## config.mk

```make
export PLATFORM = sky130hd
export DESIGN_NAME = uart_regbank
export DESIGN_NICKNAME = d
export VERILOG_FILES = /design/src/rtl/uart_rb_pkg.sv /design/src/rtl/uart_rb_divisor.sv /design/src/rtl/uart_rb_irq.sv /design/src/rtl/uart_regbank.sv
export SDC_FILE = /design/constraint.sdc
export NUM_CORES = 1
export LEC_CHECK = 0
export BUFFER_PORTS_ARGS = -buffer_cell sky130_fd_sc_hd__buf_2
export CAP_MARGIN = 20
export CORE_ASPECT_RATIO = 0.7
export CORE_MARGIN = 1.5
export CORE_UTILIZATION = 35
export DETAILED_ROUTE_END_ITERATION = 16
export REMOVE_ABC_BUFFERS = 1
export SLEW_MARGIN = 30
export SYNTH_ARGS = -nofsm -noshare
export SYNTH_HDL_FRONTEND = slang
export SYNTH_HIERARCHICAL = 1
export SYNTH_SLANG_ARGS = --single-unit
export TNS_END_PERCENT = 20
```

## constraint.sdc

```tcl
create_clock -name clk -period 2.07 [get_ports clk]
set_input_delay 0.207 -clock clk [delete_from_list [all_inputs] [get_ports clk]]
set_output_delay 0.207 -clock clk [all_outputs]
set_load 0.005 [all_outputs]
```

## src/rtl/uart_rb_pkg.sv

```systemverilog
// Shared address map, source codes and field positions of the UART register bank.
package uart_rb_pkg;
    localparam int AW       = 3;
    localparam int NSRC     = 4;
    localparam int DLAB_BIT = 7;
    localparam int CODE_W   = 3;

    typedef enum logic [AW-1:0] {
        A_DATA = 3'd0,
        A_IER  = 3'd1,
        A_ISR  = 3'd2,
        A_LCR  = 3'd3,
        A_MCR  = 3'd4,
        A_LSR  = 3'd5,
        A_MSR  = 3'd6,
        A_SCR  = 3'd7
    } reg_addr_e;

    // Status codes, line status has highest priority.
    typedef enum logic [CODE_W-1:0] {
        SRC_MODEM = 3'b000,
        SRC_TX    = 3'b001,
        SRC_RX    = 3'b010,
        SRC_LINE  = 3'b011
    } irq_src_e;
endpackage

```

## src/rtl/uart_rb_divisor.sv

```systemverilog
// Divisor latch pair with identification readback.
// Holds the two divisor bytes. While both hold zero, the read values are
// the fixed device and revision codes instead of the stored zeros.
// Assumes the write enables are already qualified by the bank decode.
module uart_rb_divisor #(
    parameter int          DW       = 8,
    parameter logic [DW-1:0] DEV_CODE = 8'h01,
    parameter logic [DW-1:0] REV_CODE = 8'h01
) (
    input  logic            clk,
    input  logic            rst_n,
    input  logic            wr_lo,
    input  logic            wr_hi,
    input  logic [DW-1:0]   wdata,
    output logic [2*DW-1:0] dl_o,
    output logic [DW-1:0]   rd_lo,
    output logic [DW-1:0]   rd_hi
);
    logic [DW-1:0] lo_q, hi_q;
    logic          id_mode;

    // Store each divisor byte on its write strobe.
    always_ff @(posedge clk) begin
        if (!rst_n) begin
            lo_q <= '0;
            hi_q <= '0;
        end else begin
            if (wr_lo) lo_q <= wdata;
            if (wr_hi) hi_q <= wdata;
        end
    end

    // Select identification codes while the whole divisor is zero.
    always_comb begin
        id_mode = (lo_q == '0) && (hi_q == '0);
        rd_lo   = id_mode ? REV_CODE : lo_q;
        rd_hi   = id_mode ? DEV_CODE : hi_q;
        dl_o    = {hi_q, lo_q};
    end
endmodule

```

## src/rtl/uart_rb_irq.sv

```systemverilog
// Interrupt combiner and status byte builder.
// Gates four raw sources with their enable bits, picks the top-priority one
// for the status byte and drives the pin in the polarity bus_mode selects.
// Assumes sources are levels from the neighbouring FIFO and line logic.
module uart_rb_irq
    import uart_rb_pkg::*;
#(
    parameter int DW = 8
) (
    input  logic            rx_avail,
    input  logic            tx_empty,
    input  logic            tx_above,
    input  logic            line_evt,
    input  logic            modem_evt,
    input  logic            fifo_en,
    input  logic [NSRC-1:0] ier,
    input  logic            bus_mode,
    output logic            irq_pin,
    output logic [DW-1:0]   isr_byte
);
    logic [NSRC-1:0] raw, pend;
    logic            cond;
    irq_src_e        code;

    // Raw sources in enable-bit order; transmit depends on FIFO mode.
    always_comb begin
        raw[0] = rx_avail;
        raw[1] = fifo_en ? !tx_above : tx_empty;
        raw[2] = line_evt;
        raw[3] = modem_evt;
    end

    // Gate every source with its own enable bit.
    for (genvar i = 0; i < NSRC; i++) begin : g_gate
        assign pend[i] = raw[i] & ier[i];
    end

    // Priority encode, then build the pin and the status byte.
    always_comb begin
        cond = |pend;
        if (pend[2])      code = SRC_LINE;
        else if (pend[0]) code = SRC_RX;
        else if (pend[1]) code = SRC_TX;
        else              code = SRC_MODEM;
        irq_pin               = bus_mode ? cond : !cond;
        isr_byte              = '0;
        isr_byte[0]           = !cond;
        isr_byte[CODE_W:1]    = code;
        isr_byte[DW-1]        = fifo_en;
        isr_byte[DW-2]        = fifo_en;
    end
endmodule

```

## src/rtl/uart_regbank.sv

```systemverilog
// UART host register bank, top level.
// Decodes the 8-address host window and holds the control and scratch bytes.
// Line control bit 7 banks addresses 0 and 1 over to the divisor.
// Reads are combinational and return zero when not selected.
// Assumes a single-cycle strobe per access.
module uart_regbank
    import uart_rb_pkg::*;
#(
    parameter int            DW       = 8,
    parameter logic [DW-1:0] DEV_CODE = 8'h01,
    parameter logic [DW-1:0] REV_CODE = 8'h01
) (
    input  logic            clk,
    input  logic            rst_n,
    input  logic            cs,
    input  logic            rd,
    input  logic            wr,
    input  logic [AW-1:0]   addr,
    input  logic [DW-1:0]   wdata,
    output logic [DW-1:0]   rdata,
    input  logic [DW-1:0]   rx_data,
    input  logic [DW-1:0]   lsr_in,
    input  logic [DW-1:0]   msr_in,
    input  logic            rx_avail,
    input  logic            tx_empty,
    input  logic            tx_above,
    input  logic            line_evt,
    input  logic            modem_evt,
    input  logic            bus_mode,
    output logic            irq_o,
    output logic            tx_load,
    output logic            rx_pop,
    output logic [DW-1:0]   lcr_o,
    output logic [DW-1:0]   mcr_o,
    output logic [2*DW-1:0] dl_o,
    output logic            fifo_en_o
);
    logic [DW-1:0]   lcr_q, mcr_q, scr_q;
    logic [NSRC-1:0] ier_q;
    logic            fifo_en_q;
    logic            dlab, wr_en, rd_en;
    logic            wr_dll, wr_dlm;
    logic [DW-1:0]   dl_rd_lo, dl_rd_hi, isr_byte;

    // Qualified strobes and divisor banking.
    always_comb begin
        dlab    = lcr_q[DLAB_BIT];
        wr_en   = cs && wr;
        rd_en   = cs && rd;
        wr_dll  = wr_en && dlab && (addr == A_DATA);
        wr_dlm  = wr_en && dlab && (addr == A_IER);
        tx_load = wr_en && !dlab && (addr == A_DATA);
        rx_pop  = rd_en && !dlab && (addr == A_DATA);
    end

    // Control, enable and scratch registers.
    always_ff @(posedge clk) begin
        if (!rst_n) begin
            lcr_q     <= '0;
            mcr_q     <= '0;
            scr_q     <= '0;
            ier_q     <= '0;
            fifo_en_q <= 1'b0;
        end else if (wr_en) begin
            case (addr)
                A_IER: if (!dlab) ier_q <= wdata[NSRC-1:0];
                A_ISR: fifo_en_q <= wdata[0];
                A_LCR: lcr_q <= wdata;
                A_MCR: mcr_q <= wdata;
                A_SCR: scr_q <= wdata;
                default: ;
            endcase
        end
    end

    uart_rb_divisor #(
        .DW       (DW),
        .DEV_CODE (DEV_CODE),
        .REV_CODE (REV_CODE)
    ) div_i (
        .clk   (clk),
        .rst_n (rst_n),
        .wr_lo (wr_dll),
        .wr_hi (wr_dlm),
        .wdata (wdata),
        .dl_o  (dl_o),
        .rd_lo (dl_rd_lo),
        .rd_hi (dl_rd_hi)
    );

    uart_rb_irq #(
        .DW (DW)
    ) irq_i (
        .rx_avail  (rx_avail),
        .tx_empty  (tx_empty),
        .tx_above  (tx_above),
        .line_evt  (line_evt),
        .modem_evt (modem_evt),
        .fifo_en   (fifo_en_q),
        .ier       (ier_q),
        .bus_mode  (bus_mode),
        .irq_pin   (irq_o),
        .isr_byte  (isr_byte)
    );

    // Read multiplexer.
    always_comb begin
        rdata = '0;
        if (rd_en) begin
            case (addr)
                A_DATA: rdata = dlab ? dl_rd_lo : rx_data;
                A_IER:  rdata = dlab ? dl_rd_hi : DW'(ier_q);
                A_ISR:  rdata = isr_byte;
                A_LCR:  rdata = lcr_q;
                A_MCR:  rdata = mcr_q;
                A_LSR:  rdata = lsr_in;
                A_MSR:  rdata = msr_in;
                A_SCR:  rdata = scr_q;
                default: rdata = '0;
            endcase
        end
    end

    assign lcr_o     = lcr_q;
    assign mcr_o     = mcr_q;
    assign fifo_en_o = fifo_en_q;
endmodule

```

# Word level (Yosys, flattened, before mapping)
# Index checks and enable logic that the tools add are counted.
# W data, S select, Z words.
# totals
register_bits	45
inputBits	46
output_inout_bits	44
elab_cells	52
# classes
n_eq_ne	7
mux	11
bitwise_logic	5
reduce_logical	22
# op_table
operator	count
$pmux W8 S8	1
$mux W8	5
$logic_not A8 Y1	2
$eq A3 B3 Y1 const B	4
$logic_and A1 B1 Y1	10
$reduce_and A2 Y1	4
$eq A3 B2 Y1 const B	2
$mux W3	2
$and A1 B1 Y1	4
$reduce_or A4 Y1	1
$eq A3 B1 Y1 const B	1
$logic_not A1 Y1	3
$logic_not A3 Y1	1
$mux W1	3
$reduce_and A3 Y1	1
$not A1 Y1	1

# Longest topological paths before layout
# depth
word_depth	8
depth_mapped	8
mapped_depth_nobuf	8

# Cells and area by module
# The synthesis kept the hierarchy.
# by_module_without_submodules
module	n_inst	cells_per_inst	area_each_um2	seq_area_each_um2
uart_regbank	1	216	1919.3	580.6
uart_rb_divisor	1	73	711.9	320.3
uart_rb_irq	1	16	141.4	0.0

# Worst setup path before layout
# No wires, ideal clock.
# synth_timing
path_kind	register to output
startpoint	register div_i.hi_q[1]
endpoint	output port rdata[0]
arrival_time_ns	1.731
required_time_ns	1.863
slack_ns	0.132
path_stages_with_launch	7
path_buffers	0
cell_sequence	dfxtp_1 or4_4 o41ai_1 mux2i_1 o22ai_1 a21oi_1 a221oi_2
# synth_via
elab_chain_cells	6
word_cells_on_any_way	8
cone_classes	mux (6); reduce/logical (2)
# synth_lines
item	line	source
from (decl)	uart_rb_divisor.sv:19	logic [DW-1:0] lo_q, hi_q;
from (signal assigned)	uart_rb_divisor.sv:29	if (wr_hi) hi_q <= wdata;
$logic_not A8 Y1	uart_rb_divisor.sv:35	id_mode = (lo_q == '0) && (hi_q == '0);
$logic_and A1 B1 Y1	uart_rb_divisor.sv:35	
$mux W8	uart_rb_divisor.sv:37	rd_hi = id_mode ? DEV_CODE : hi_q;
net dl_rd_hi[0]	uart_regbank.sv:43	logic [DW-1:0] dl_rd_lo, dl_rd_hi, isr_byte;
$mux W8	uart_regbank.sv:112	A_IER: rdata = dlab ? dl_rd_hi : DW'(ier_q);
$pmux W8 S8	uart_regbank.sv:110	case (addr)
$mux W8	uart_regbank.sv:109	if (rd_en) begin
to (decl)	uart_regbank.sv:20	output logic [DW-1:0] rdata,
# The timed path passes the listed nets, and every way through them passes these cells.

# Final worst setup path
# layout_timing
startpoint	register div_i.lo_q[3]
endpoint	output port rdata[0]
# layout_via
elab_chain_cells	6
word_cells_on_any_way	8
cone_classes	mux (6); reduce/logical (2)
# layout_lines
item	line	source
from (decl)	uart_rb_divisor.sv:19	
from (signal assigned)	uart_rb_divisor.sv:28	if (wr_lo) lo_q <= wdata;
$logic_not A8 Y1	uart_rb_divisor.sv:35	
$logic_and A1 B1 Y1	uart_rb_divisor.sv:35	
$mux W8	uart_rb_divisor.sv:37	
net dl_rd_hi[0]	uart_regbank.sv:43	
$mux W8	uart_regbank.sv:112	
$pmux W8 S8	uart_regbank.sv:110	
$mux W8	uart_regbank.sv:109	
# The timed path passes the listed nets, and every way through them passes these cells.

==> flow_metrics.py <==
metrics = {
    "synth": {
        "synth-seq-cells": 45,
        "yosys_warnings": 6,
        "syn_inst": 305,
        "ys.flop_type": "dfxtp_1",
        "post_synth.cell_area_avg_um2": 9.09,
        "synth_area_leader_cell": "dfxtp_1",
        "ys_top_cells_by_area": "dfxtp_1 (32%), mux2i_1 (19%), nor2b_1 (9.5%)",
        "yosysUniqueCellTypes": 51,
        "synthArstFlopShare": 0,
        "synth_edf_count": 0,
        "seq_area_frac_synth": 0.325,
        "syn_area_um2": 2770,
        "post-synth-top-area-fraction": 0.325,
    },
    "layout": {
        "n_fill_cell": 758,
        "multi_input_area_um2": 1680,
        "layout-drive-gt1-share": 0.391,
        "final_nets": 449,
        "fin_util": 0.484,
        "finalNonFillerCells": 502,
        "syn2layout_area_growth_pct": 30.6,
        "n_antenna_cell": 0,
        "ff_latch_area_um2": 902,
    },
    "min_path": {
        "hold_path_class": "primary input to register",
    },
    "grt": {
        "grt_max_degree": 46,
        "antenna_found_initial": 0,
        "grt_overflow": 0,
        "grt_pass1_vias": 2352,
        "grt_pass1_wl_um": 13000,
        "grtUsageTotal": 0.203,
    },
    "sta": {
        "hold_ws_ns": 0.234,
        "slew_headroom": 0.544,
        "grt_setup_unrepaired": "true",
        "finalHoldViolCount": 0,
        "skew_ns": 0.00427,
        "setup_viol": 2,
        "fmax_mhz": 389,
        "tightest_slew_ns": 0.684,
        "worst_slack_ns": -0.503,
        "drv_slew": 0,
        "finalCriticalPeriod_ns": 2.57,
        "fin_crit_sh": 1.24,
    },
    "worst_setup_path": {
        "slowest_delay_ns": 0.57,
        "critical_path_class": "register to output port",
        "cp_data_required_time_ns": 1.86,
        "path_cells": "or4_4 > o41ai_4 > mux2i_1 > o22ai_1 > a21oi_1 > a221oi_2 > buf_2",
        "worstPathArrival_ns": 2.37,
        "worstSetupEndpointType": "output port",
        "critPathMaxFanout": 2,
        "worst-r2r-setup-slack_ns": 0.68,
        "cp_top_family": "compound AO/OA/AOI/OAI gates",
        "crit_path_start_kind": "register",
        "crit_buf_inv": 1,
        "cpMaxStageDelayCell": "or4_4",
    },
    "clock_tree": {
        "clock_latency_ns": 0.29,
        "path_clk_slew_ns": 0.06,
        "cts_sinks": 45,
        "cts_hold_buf": 0,
        "postCtsSetupBuffers": 0,
        "cts_tree": "yes",
        "clock_path_buffers": 2,
        "clock-root-buffer": "clkbuf_16",
        "h-tree-depth": 2,
        "cts_made_buffers": 5,
    },
    "placement": {
        "place_inst": 495,
        "gp_congestion": 0.888,
        "place_hpwl_um": 6390,
        "pre_cts_slack_ns": -0.258,
        "port_buffers": 89,
    },
    "run_status": {
        "outcome": "finished, violations left",
        "violations": "negative setup slack",
    },
    "drt": {
        "vias": 2591,
        "vias_per_cell": 5.16,
        "drt_iter0_drc": 150,
        "drc_errors": 0,
        "drt-pass1-iter-count": 4,
        "wire_per_inst_um": 17.1,
        "finalWirelength_um": 8580,
        "ant_nets": 0,
    },
    "power": {
        "pwr_density_cell_nw_per_um2": 550,
        "leakage_uw": 0.00156,
        "peakVddDrop_uv": 318,
    },
    "job": {
        "max-cap-violations": 0,
    },
    "floorplanning": {
        "rows": 26,
        "die_w_um": 109,
        "fp.dieH_um": 77.5,
        "initial_utilization": 0.371,
        "die-area_um2": 8470,
        "ioPinCount": 90,
        "core_um2": 7480,
    },
}
==> cell type report <==
cell class,count,share of cell area
multi-input combinational,218,0.465
timing repair buffer,127,0.203
sequential,45,0.249
tap,98,0.0339
clock buffer,7,0.0421
clock inverter,1,0.00138
inverter,6,0.00622
==> metrics by stage <==
step | setup TNS, ns | area, µm² | power, µW
floorplan | 0 | 2580 | 1000
global route | -0.688 | 3620 | 2070
detailed placement | -0.258 | 3440 | 1160
finish | -0.572 | 3620 | 1990
CTS | -0.558 | 3610 | 2000
global placement | -0.189 | 3440 | 1160
==> timing repair <==
action | CTS | global route
gates resized for setup | 2 | 5
pin swaps | 1 | 4
setup endpoints to repair | 2 | 3
==> final timing paths <==
path / startpoint / endpoint / cells past startpoint
setup / recovery: div_i/lo_q[3] / rdata[0] / 7
hold / removal: wdata[5] / scr_q[5] / 3
setup reg to reg: lcr_o[7] / div_i/lo_q[4] / 6
hold reg to reg: scr_q[6] / scr_q[6] / 2
==> sequential cells by signal, summed over array words and instances, names as in the netlist <==
register	count
fifo_en_o	1
div_i/lo_q	8
ier_q	4
scr_q	8
div_i/hi_q	8
lcr_o	8
mcr_o	8
==> synth_stat cells, types with 3 or more instances <==
cell type and count:
mux2i_1 53, dfxtp_1 45, nor2b_1 42, nand2_1 23, clkbuf_1 19, o21ai_0 14, a21boi_0 8, a221oi_1 8
buf_2 8, buf_4 8, nor2_1 7, inv_1 6, o2bb2ai_1 6, a21oi_1 5, mux2_2 5, nand3_1 3
or4_1 3
==> report_power, final <==
group / internal (µW) / switching [µW]
combinational: 120 / 146
clock: 512 / 337
sequential: 873 / 5.67
==> per-layer routing <==
layer / part of all wire / wire (µm) / GRT usage
met5: 0 / 0 / 0
met2: 0.40 / 3440 / 0.286
met4: 0.0049 / 42 / 0.0351
met3: 0.093 / 799 / 0.0412
met1: 0.50 / 4300 / 0.315
==> cell usage in the layout (no fill, tap or decap), types with 3 or more instances in the layout <==
cell type,n
mux2i_1,53
dfxtp_1,44
buf_2,89
nand2_1,23
or4_4,4
o2bb2ai_1,6
mux2_2,5
buf_4,37
nor2_1,7
o21ai_0,14
inv_1,6
nand3_1,3
nor2b_1,42
a21oi_1,5
conb_1,3
clkbuf_16,5
a21boi_0,8
a221oi_1,8
==> worst reg2reg max path: cells and delay by family, from the launching register on <==
kind / cells / cell delay (ns)
buffers and inverters: 2 / 0.42
flip-flops: 1 / 0.37
multiplexers: 1 / 0.21
AND/OR/NAND/NOR: 3 / 0.28
==> cell families after synthesis <==
group / synth area share
DFF: 0.325
AOI/OAI and AO/OA: 0.158
and+or+nand+nor: 0.208
muxes: 0.220
buffers and inverters: 0.0817
xor gates and xnor gates: 0.00587
other: 0.00135
Power figures use the tool's default switching activity.
